`config.mk`:
```
export PLATFORM = sky130hd
export DESIGN_NAME = gpio_ctrl
export DESIGN_NICKNAME = d
export VERILOG_FILES = /design/src/rtl/gpio_ctrl_pkg.sv /design/src/rtl/gpio_sync.sv /design/src/rtl/gpio_event.sv /design/src/rtl/gpio_ctrl.sv
export SDC_FILE = /design/constraint.sdc
export NUM_CORES = 1
export LEC_CHECK = 0
export BUFFER_PORTS_ARGS = -buffer_cell sky130_fd_sc_hd__buf_2
export CORE_UTILIZATION = 25
export DETAILED_ROUTE_END_ITERATION = 6
export PLACE_DENSITY = 0.45
export SLEW_MARGIN = 40
export SYNTH_ARGS = -nofsm -noshare
export SYNTH_HDL_FRONTEND = slang
export SYNTH_SLANG_ARGS = --single-unit
```
`constraint.sdc`:
```
create_clock -name clk -period 4.95 [get_ports clk]
set_clock_uncertainty 0.1 [all_clocks]
set_input_delay 0.99 -clock clk [delete_from_list [all_inputs] [get_ports clk]]
set_output_delay 0.99 -clock clk [all_outputs]
set_load 0.05 [all_outputs]
```
`src/rtl/gpio_ctrl_pkg.sv`:
```
// Shared constants and types for the GPIO controller.
// Assumes a fixed register map selected by byte address bits [4:2].
package gpio_ctrl_pkg;
    localparam int STYLE_W  = 3;
    localparam int PER_REG  = 8;
    localparam int ADDR_W   = 5;
    localparam int DATA_W   = 32;

    typedef enum logic [STYLE_W-1:0] {
        STY_LVL_HI = 3'd0,
        STY_LVL_LO = 3'd1,
        STY_RISE   = 3'd2,
        STY_FALL   = 3'd3,
        STY_ANY    = 3'd4
    } style_e;

    typedef enum logic [2:0] {
        RG_DOUT  = 3'd0,
        RG_DIR   = 3'd1,
        RG_PIN   = 3'd2,
        RG_STAT  = 3'd3,
        RG_STYLO = 3'd4,
        RG_STYHI = 3'd5,
        RG_CLK   = 3'd6,
        RG_DBSEL = 3'd7
    } reg_sel_e;
endpackage

```
`src/rtl/gpio_sync.sv`:
```
// Two-flop synchroniser for a vector of pin levels.
// Assumes each bit is independent, so no bus coherency is required.
module gpio_sync #(
    parameter int W = 16
) (
    input  logic         clk,
    input  logic         rst_n,
    input  logic [W-1:0] d,
    output logic [W-1:0] q
);
    logic [W-1:0] stage1;

    // Shift pin levels through two flops.
    always_ff @(posedge clk) begin
        if (!rst_n) begin
            stage1 <= '0;
            q      <= '0;
        end else begin
            stage1 <= d;
            q      <= stage1;
        end
    end


    sync_depth_chk: assert property (@(posedge clk) disable iff (!rst_n)
        $past(rst_n) |-> q == $past(stage1));
endmodule

```
`src/rtl/gpio_event.sv`:
```
// Per-line condition detector. It compares the synchronised level with
// its value one cycle earlier and flags the condition picked by the
// line's 3-bit style. Assumes cur is already synchronous to clk.
module gpio_event
    import gpio_ctrl_pkg::*;
#(
    parameter int W = 16
) (
    input  logic                 clk,
    input  logic                 rst_n,
    input  logic [W-1:0]         cur,
    input  logic [W*STYLE_W-1:0] style,
    output logic [W-1:0]         evt
);
    logic [W-1:0] prev;

    // Remember last cycle's level for edge styles.
    always_ff @(posedge clk) begin
        if (!rst_n) prev <= '0;
        else        prev <= cur;
    end

    for (genvar i = 0; i < W; i++) begin : g_line
        logic [STYLE_W-1:0] sty;
        assign sty = style[i*STYLE_W +: STYLE_W];

        // Decode this line's style into a one-cycle condition.
        always_comb begin
            case (sty)
                STY_LVL_HI: evt[i] = cur[i];
                STY_LVL_LO: evt[i] = !cur[i];
                STY_RISE:   evt[i] = cur[i] && !prev[i];
                STY_FALL:   evt[i] = !cur[i] && prev[i];
                STY_ANY:    evt[i] = cur[i] != prev[i];
                default:    evt[i] = 1'b0;
            endcase
        end


        reserved_quiet_chk: assert property (@(posedge clk) disable iff (!rst_n)
            (sty > 3'd4) |-> !evt[i]);

        rise_needs_edge_chk: assert property (@(posedge clk) disable iff (!rst_n)
            (sty == 3'd2 && evt[i]) |-> (cur[i] && !prev[i]));
    end
endmodule

```
`src/rtl/gpio_ctrl.sv`:
```
// GPIO controller top: register file, pad muxing, sticky status and
// interrupt wires. Assumes a single-cycle write strobe and a
// combinational read. Byte order and debounce are handled elsewhere.
module gpio_ctrl
    import gpio_ctrl_pkg::*;
#(
    parameter int N_LINES = 16,
    parameter int N_IRQ   = 13
) (
    input  logic               clk,
    input  logic               rst_n,
    input  logic [ADDR_W-1:0]  bus_addr,
    input  logic               bus_wr,
    input  logic [DATA_W-1:0]  bus_wdata,
    output logic [DATA_W-1:0]  bus_rdata,
    input  logic [N_LINES-1:0] pad_in,
    output logic [N_LINES-1:0] pad_out,
    output logic [N_LINES-1:0] pad_drive,
    input  logic [1:0]         clk_src,
    output logic [N_IRQ-1:0]   irq
);
    localparam int STY_BITS = PER_REG * STYLE_W;
    localparam int ALL_STY  = N_LINES * STYLE_W;

    logic [N_LINES-1:0]  dout_q, dir_q, stat_q;
    logic [STY_BITS-1:0] sty_lo_q, sty_hi_q;
    logic [DATA_W-1:0]   clkctl_q, dbsel_q;
    logic [N_LINES-1:0]  sample, synced, evt, clr;
    logic [ALL_STY-1:0]  style_all;
    logic                takeover;
    reg_sel_e            sel;

    assign sel       = reg_sel_e'(bus_addr[4:2]);
    assign takeover  = clkctl_q != '0;
    assign style_all = {sty_hi_q, sty_lo_q};

    // Register writes, except the status register.
    always_ff @(posedge clk) begin
        if (!rst_n) begin
            dout_q   <= '0;
            dir_q    <= '1;
            sty_lo_q <= '0;
            sty_hi_q <= '0;
            clkctl_q <= '0;
            dbsel_q  <= '0;
        end else if (bus_wr) begin
            case (sel)
                RG_DOUT:  dout_q   <= bus_wdata[N_LINES-1:0];
                RG_DIR:   dir_q    <= bus_wdata[N_LINES-1:0];
                RG_STYLO: sty_lo_q <= bus_wdata[STY_BITS-1:0];
                RG_STYHI: sty_hi_q <= bus_wdata[STY_BITS-1:0];
                RG_CLK:   clkctl_q <= bus_wdata;
                RG_DBSEL: dbsel_q  <= bus_wdata;
                default:  ;
            endcase
        end
    end

    // Pad drivers, with clock takeover of the two top lines.
    always_comb begin
        pad_drive = ~dir_q;
        pad_out   = dout_q;
        if (takeover) begin
            pad_drive[N_LINES-1:N_LINES-2] = 2'b11;
            pad_out[N_LINES-1:N_LINES-2]   = clk_src;
        end
    end

    // A driving line samples its own level, a released line the pin.
    assign sample = (pad_drive & pad_out) | (~pad_drive & pad_in);

    gpio_sync #(.W(N_LINES)) u_sync (
        .clk(clk), .rst_n(rst_n), .d(sample), .q(synced)
    );

    gpio_event #(.W(N_LINES)) u_event (
        .clk(clk), .rst_n(rst_n), .cur(synced), .style(style_all), .evt(evt)
    );

    assign clr = (bus_wr && sel == RG_STAT) ? bus_wdata[N_LINES-1:0] : '0;

    // Sticky status: write-one clears, a same-cycle event wins.
    always_ff @(posedge clk) begin
        if (!rst_n) stat_q <= '0;
        else        stat_q <= (stat_q & ~clr) | evt;
    end

    assign irq = stat_q[N_IRQ-1:0];

    // Read multiplexer.
    always_comb begin
        bus_rdata = '0;
        case (sel)
            RG_DOUT:  bus_rdata[N_LINES-1:0]  = dout_q;
            RG_DIR:   bus_rdata[N_LINES-1:0]  = dir_q;
            RG_PIN:   bus_rdata[N_LINES-1:0]  = synced;
            RG_STAT:  bus_rdata[N_LINES-1:0]  = stat_q;
            RG_STYLO: bus_rdata[STY_BITS-1:0] = sty_lo_q;
            RG_STYHI: bus_rdata[STY_BITS-1:0] = sty_hi_q;
            RG_CLK:   bus_rdata               = clkctl_q;
            RG_DBSEL: bus_rdata               = dbsel_q;
            default:  bus_rdata               = '0;
        endcase
    end


    status_set_cause_chk: assert property (@(posedge clk) disable iff (!rst_n)
        $past(rst_n) |-> ((stat_q & ~$past(stat_q) & ~$past(evt)) == '0));

    status_clear_chk: assert property (@(posedge clk) disable iff (!rst_n)
        (bus_wr && sel == RG_STAT) |=> ((stat_q & $past(bus_wdata[N_LINES-1:0] & ~evt)) == '0));

    clock_takeover_chk: assert property (@(posedge clk) disable iff (!rst_n)
        (clkctl_q != '0) |-> (pad_drive[N_LINES-1:N_LINES-2] == 2'b11));

    irq_follows_chk: assert property (@(posedge clk) disable iff (!rst_n)
        $past(rst_n) |-> (irq == stat_q[N_IRQ-1:0]));
endmodule

```
== Yosys cells after proc, flatten, opt, wreduce, memory -nomap -nowiden ==
Index checks and enable logic that the tools add are counted.

* Memories: 0
* Bits in read-only memories: 0
* Latch bits: 0
* RAM bits: 0
* Word-level logic and storage cells: 216
* Flip-flop bits (word level): 208

* Equality and inequality tests: 87
* Bitwise gates (word level): 8
* Shifts and indexed selects: 0
* Reduce and logical (&&, ||, !) cells: 89
* Add/sub/neg operators: 0
* Div/mod/pow operators: 0
* $lt $le $gt $ge: 0
* Muxes and demuxes: 22
* Multipliers: 0

{| class="wikitable"
|+ Operators with widths
! kind !! count
|-
| $pmux 16 s8 || 1
|-
| $eq 3x2->1 const B || 34
|-
| $pmux 1 s5 || 16
|-
| $eq 3x3->1 const B || 20
|-
| $eq 3x1->1 const B || 17
|-
| $logic_not 3->1 || 17
|-
| $and 16x16->16 || 3
|-
| $not 16->16 || 3
|-
| $logic_and 1x1->1 || 33
|-
| $logic_not 1->1 || 32
|-
| $or 16x16->16 || 2
|-
| $pmux 8 s4 || 1
|-
| $reduce_bool 32->1 || 1
|-
| $mux 16 || 1
|-
| $ne 1x1->1 || 16
|-
| $pmux 8 s2 || 1
|-
| $reduce_and 2->1 || 6
|-
| $mux 2 || 2
|}

== Logic depth before layout (Yosys ltp) ==
* Depth after elaboration: 6
* Depth in mapped cells: 7
* Gate-level depth less buffers: 6

== Hierarchy ==
A second synthesis with hierarchy kept.

* Cell total of the unflattened synthesis: 1,203
* Area, all modules: 10,455.0 um2

{| class="wikitable"
|+ By module, submodules not included
! module !! sequential area each (um2) !! cells an instance !! area each (um2) !! instances
|-
| gpio_ctrl || 3,203.1 || 943 || 7,881.3 || 1
|-
| gpio_event || 320.3 || 193 || 1,677.9 || 1
|-
| gpio_sync || 640.6 || 67 || 895.9 || 1
|}

== Worst setup path before layout ==
OpenSTA, ideal clock, no wires.

* Kind: input-to-output
* Start: input bus_addr[2]
* End: output bus_rdata[9]
* Cell stages on the path: 6
* Arrival: 2.629 ns
* Slack: 1.231 ns
* Path buffers: 3
* Cell sequence: buf_6 buf_2 inv_1 clkbuf_1 o21ai_0 a21oi_1

* Cells in the longest elaborated chain, start to end: 2
* Elaborated cells between the ends (all ways): 9

{| class="wikitable"
|+ RTL lines
! element !! RTL line !! source
|-
| start: declaration || gpio_ctrl.sv:12 || <nowiki>input logic [ADDR_W-1:0] bus_addr,</nowiki>
|-
| $eq 3x3->1, or another cell as far along || gpio_ctrl.sv:93 || <nowiki>case (sel)</nowiki>
|-
| $pmux 16 s8 * || gpio_ctrl.sv:93 ||
|-
| end: declaration || gpio_ctrl.sv:15 || <nowiki>output logic [DATA_W-1:0] bus_rdata,</nowiki>
|}

Every way passes the cells marked *; elsewhere a longest branch is shown, timed or not.

== Final worst setup path ==
* Start: input bus_addr[4]
* End: output bus_rdata[8]

Same word-level chain as after synthesis.

==> results.yml <==
global_route:
  antenna_found_initial: 4
  grt_max_degree: 61
  grt_pass1_wl_um: 52000
  grt_usage: 0.168
  first_global_vias: 8255
  overflow: 0
placed_design:
  portBuffers: 132
  place_area_um2: 10900
  gp_congestion: 0.776
  hpwlAfterDp_um: 23900
  place_ws_ns: 0.989
floorplan:
  core_area_um2: 38800
  die_x_um: 201
  die_area_um2: 40400
  die_y_um: 201
  start_util: 0.255
  ios: 135
  core.rowCount: 72
setup_path:
  critical_path_arrival_ns: 2.84
  cp.required_ns: 3.86
  cp_max_fo: 34
  crit_path_end_kind: "output port"
  worstSetupStartpointType: "input port"
  path_class: "input port to output port"
clock_tree:
  htreeDepth: 1
  cts_tree: "done"
  clk_latency_ns: 0.54
  cts_root_buffer: "clkbuf_16"
  cts.clk_slew.worst_paths_ns: 0.06
  postCtsSetupRepairBufs: 0
  cts_buffer_depth: 3
  cts_hold_buf: 0
  cts-resized-gates: 0
  cts.sinks: 208
  cts_made_buffers: 27
power_and_ir_drop:
  p_per_area_nw_per_um2: 358
  p_total_uw: 4210
  p_leak_uw: 0.00465
  vdd_ir_drop_max_uv: 244
timing:
  fmax_mhz: 254
  hold_violations: 0
  final.min_clock_period_ns: 3.93
  setup_tns_ns: 0
  fin_crit_sh: 0.794
  timing.final.ws_setup_ns: 1.02
  slew-limit-headroom: 0.492
  slew_violations: 0
  tightest_slew_ns: 0.761
  finalSetupViolCount: 0
  rsz0062_at_grt: "no"
yosys:
  synth-main-ff-cell: "dfxtp_1"
  synth-edff-count: 0
  synth_fp_nets: 1264
  async_reset_ff_frac: 0
  yosys_register_bits: 208
  syn_inst: 1174
  yosysWarnings: 0
  synth_cell_types: 44
  synth.avg_cell_area_um2: 8.43
  netlist_area_um2: 9890
  ys_seq_area_frac: 0.421
final_layout:
  design_area_um2: 11800
  final_net_count: 1354
  syn2layout_area_growth_pct: 18.9
  drive_gt1_frac: 0.190
  diodes: 0
  final_core_util: 0.303
drt:
  drt_wl_total_um: 34500
  ant_nets: 0
  dr.pass1.iters: 5
  wl_per_cell_um: 19.1
  drc: 0
  viasPerCell: 4.78
  drt-initial-drc-count: 500
  routed-via-count: 8604
job:
  cap_viol_max_count: 0
hold_path:
  hp-class: "register to register"
run_status:
  status: "complete, no violations"
cell usage in the layout, fill, tap and decap left out, types with 26 or more instances in the layout:
cell | Yosys | layout
a211oi_1 | 33 | 33
a21oi_1 | 149 | 149
and2_1 | 26 | 26
buf_2 | 30 | 132
clkbuf_16 | 0 | 27
dfxtp_1 | 208 | 208
ha_1 | 32 | 32
inv_1 | 50 | 50
mux2i_1 | 35 | 35
nand2_1 | 289 | 289
nor2_1 | 70 | 68
area by class of cell:
| type | instances | area, um^2 |
|---|---|---|
| Fill cell | 4139 | 27100 |
| Multi-Input combinational cell | 815 | 5000 |
| Sequential cell | 208 | 4160 |
| Timing Repair Buffer | 160 | 908 |
| Clock buffer | 39 | 761 |
| Tap cell | 518 | 648 |
| Inverter | 52 | 198 |
| Clock inverter | 8 | 92.6 |
where the power goes:
part | switching (uW) | internal (uW)
combinational | 360 | 169
sequential | 50.8 | 1730
clock | 743 | 1160
total | 1150 | 3060
cells by family after synthesis:
logic type / synth area share
buf+inv: 0.0763
simple gates: 0.201
mux: 0.0912
flops: 0.421
compound gates: 0.171
fa+ha+maj: 0.0405
per-layer routing:
layer | GRT usage | part of all wire | up-vias
met5 | 0 | 0.00081 | -
met4 | 0.0412 | 0.022 | 4
met3 | 0.0271 | 0.050 | 47
met2 | 0.275 | 0.46 | 229
met1 | 0.228 | 0.47 | 4132
li1 | - | - | 4192
synthesized netlist by cell type, types with 16 or more instances:
cell	count	area (um^2)
buf_2	30	150
nand2_1	289	1080
mux2i_1	35	350
nor2_1	70	263
and2_1	26	163
dfxtp_1	208	4160
nor2b_1	22	138
nor4b_1	16	140
buf_4	32	240
a211oi_1	33	248
a21oi_1	149	746
clkbuf_1	33	124
mux4_2	20	450
ha_1	32	400
o31a_1	16	140
inv_1	50	188
per-stage QoR:
stage / hold WS (ns) / cells
6_report: 0.318 / 1800
3_5_place_dp: 0.320 / 1753
2_1_floorplan: 0.312 / 1174
3_3_place_gp: 0.317 / 1753
5_1_grt: 0.344 / 1800
4_1_cts: 0.327 / 1800
path summary, 6_finish.rpt:
path	start	end	slack (ns)	cells after the start
worst max register to register	clkctl_q[27]	u_sync.stage1[15]	3.02	4
worst min register to register	u_sync.stage1[5]	u_sync.q[5]	0.32	1
worst min-delay path	u_sync.stage1[5]	u_sync.q[5]	0.32	1
worst max-delay path	bus_addr[4]	bus_rdata[8]	1.02	7
worst max-delay path, cell delays in order:
cell	delay (ns)
buf_2	0.36
buf_12	0.29
mux2_2	0.36
a22o_1	0.17
a221oi_1	0.33
nor2_1	0.10
buf_2	0.23
registers in the layout, indices dropped and copies added (netlist names):
signal,flops
clkctl_q,32
dbsel_q,32
dir_q,16
dout_q,16
stat_q,16
sty_hi_q,24
sty_lo_q,24
u_event.prev,16
u_sync.q,16
u_sync.stage1,16
No activity file was read; power rests on OpenSTA's default activity.
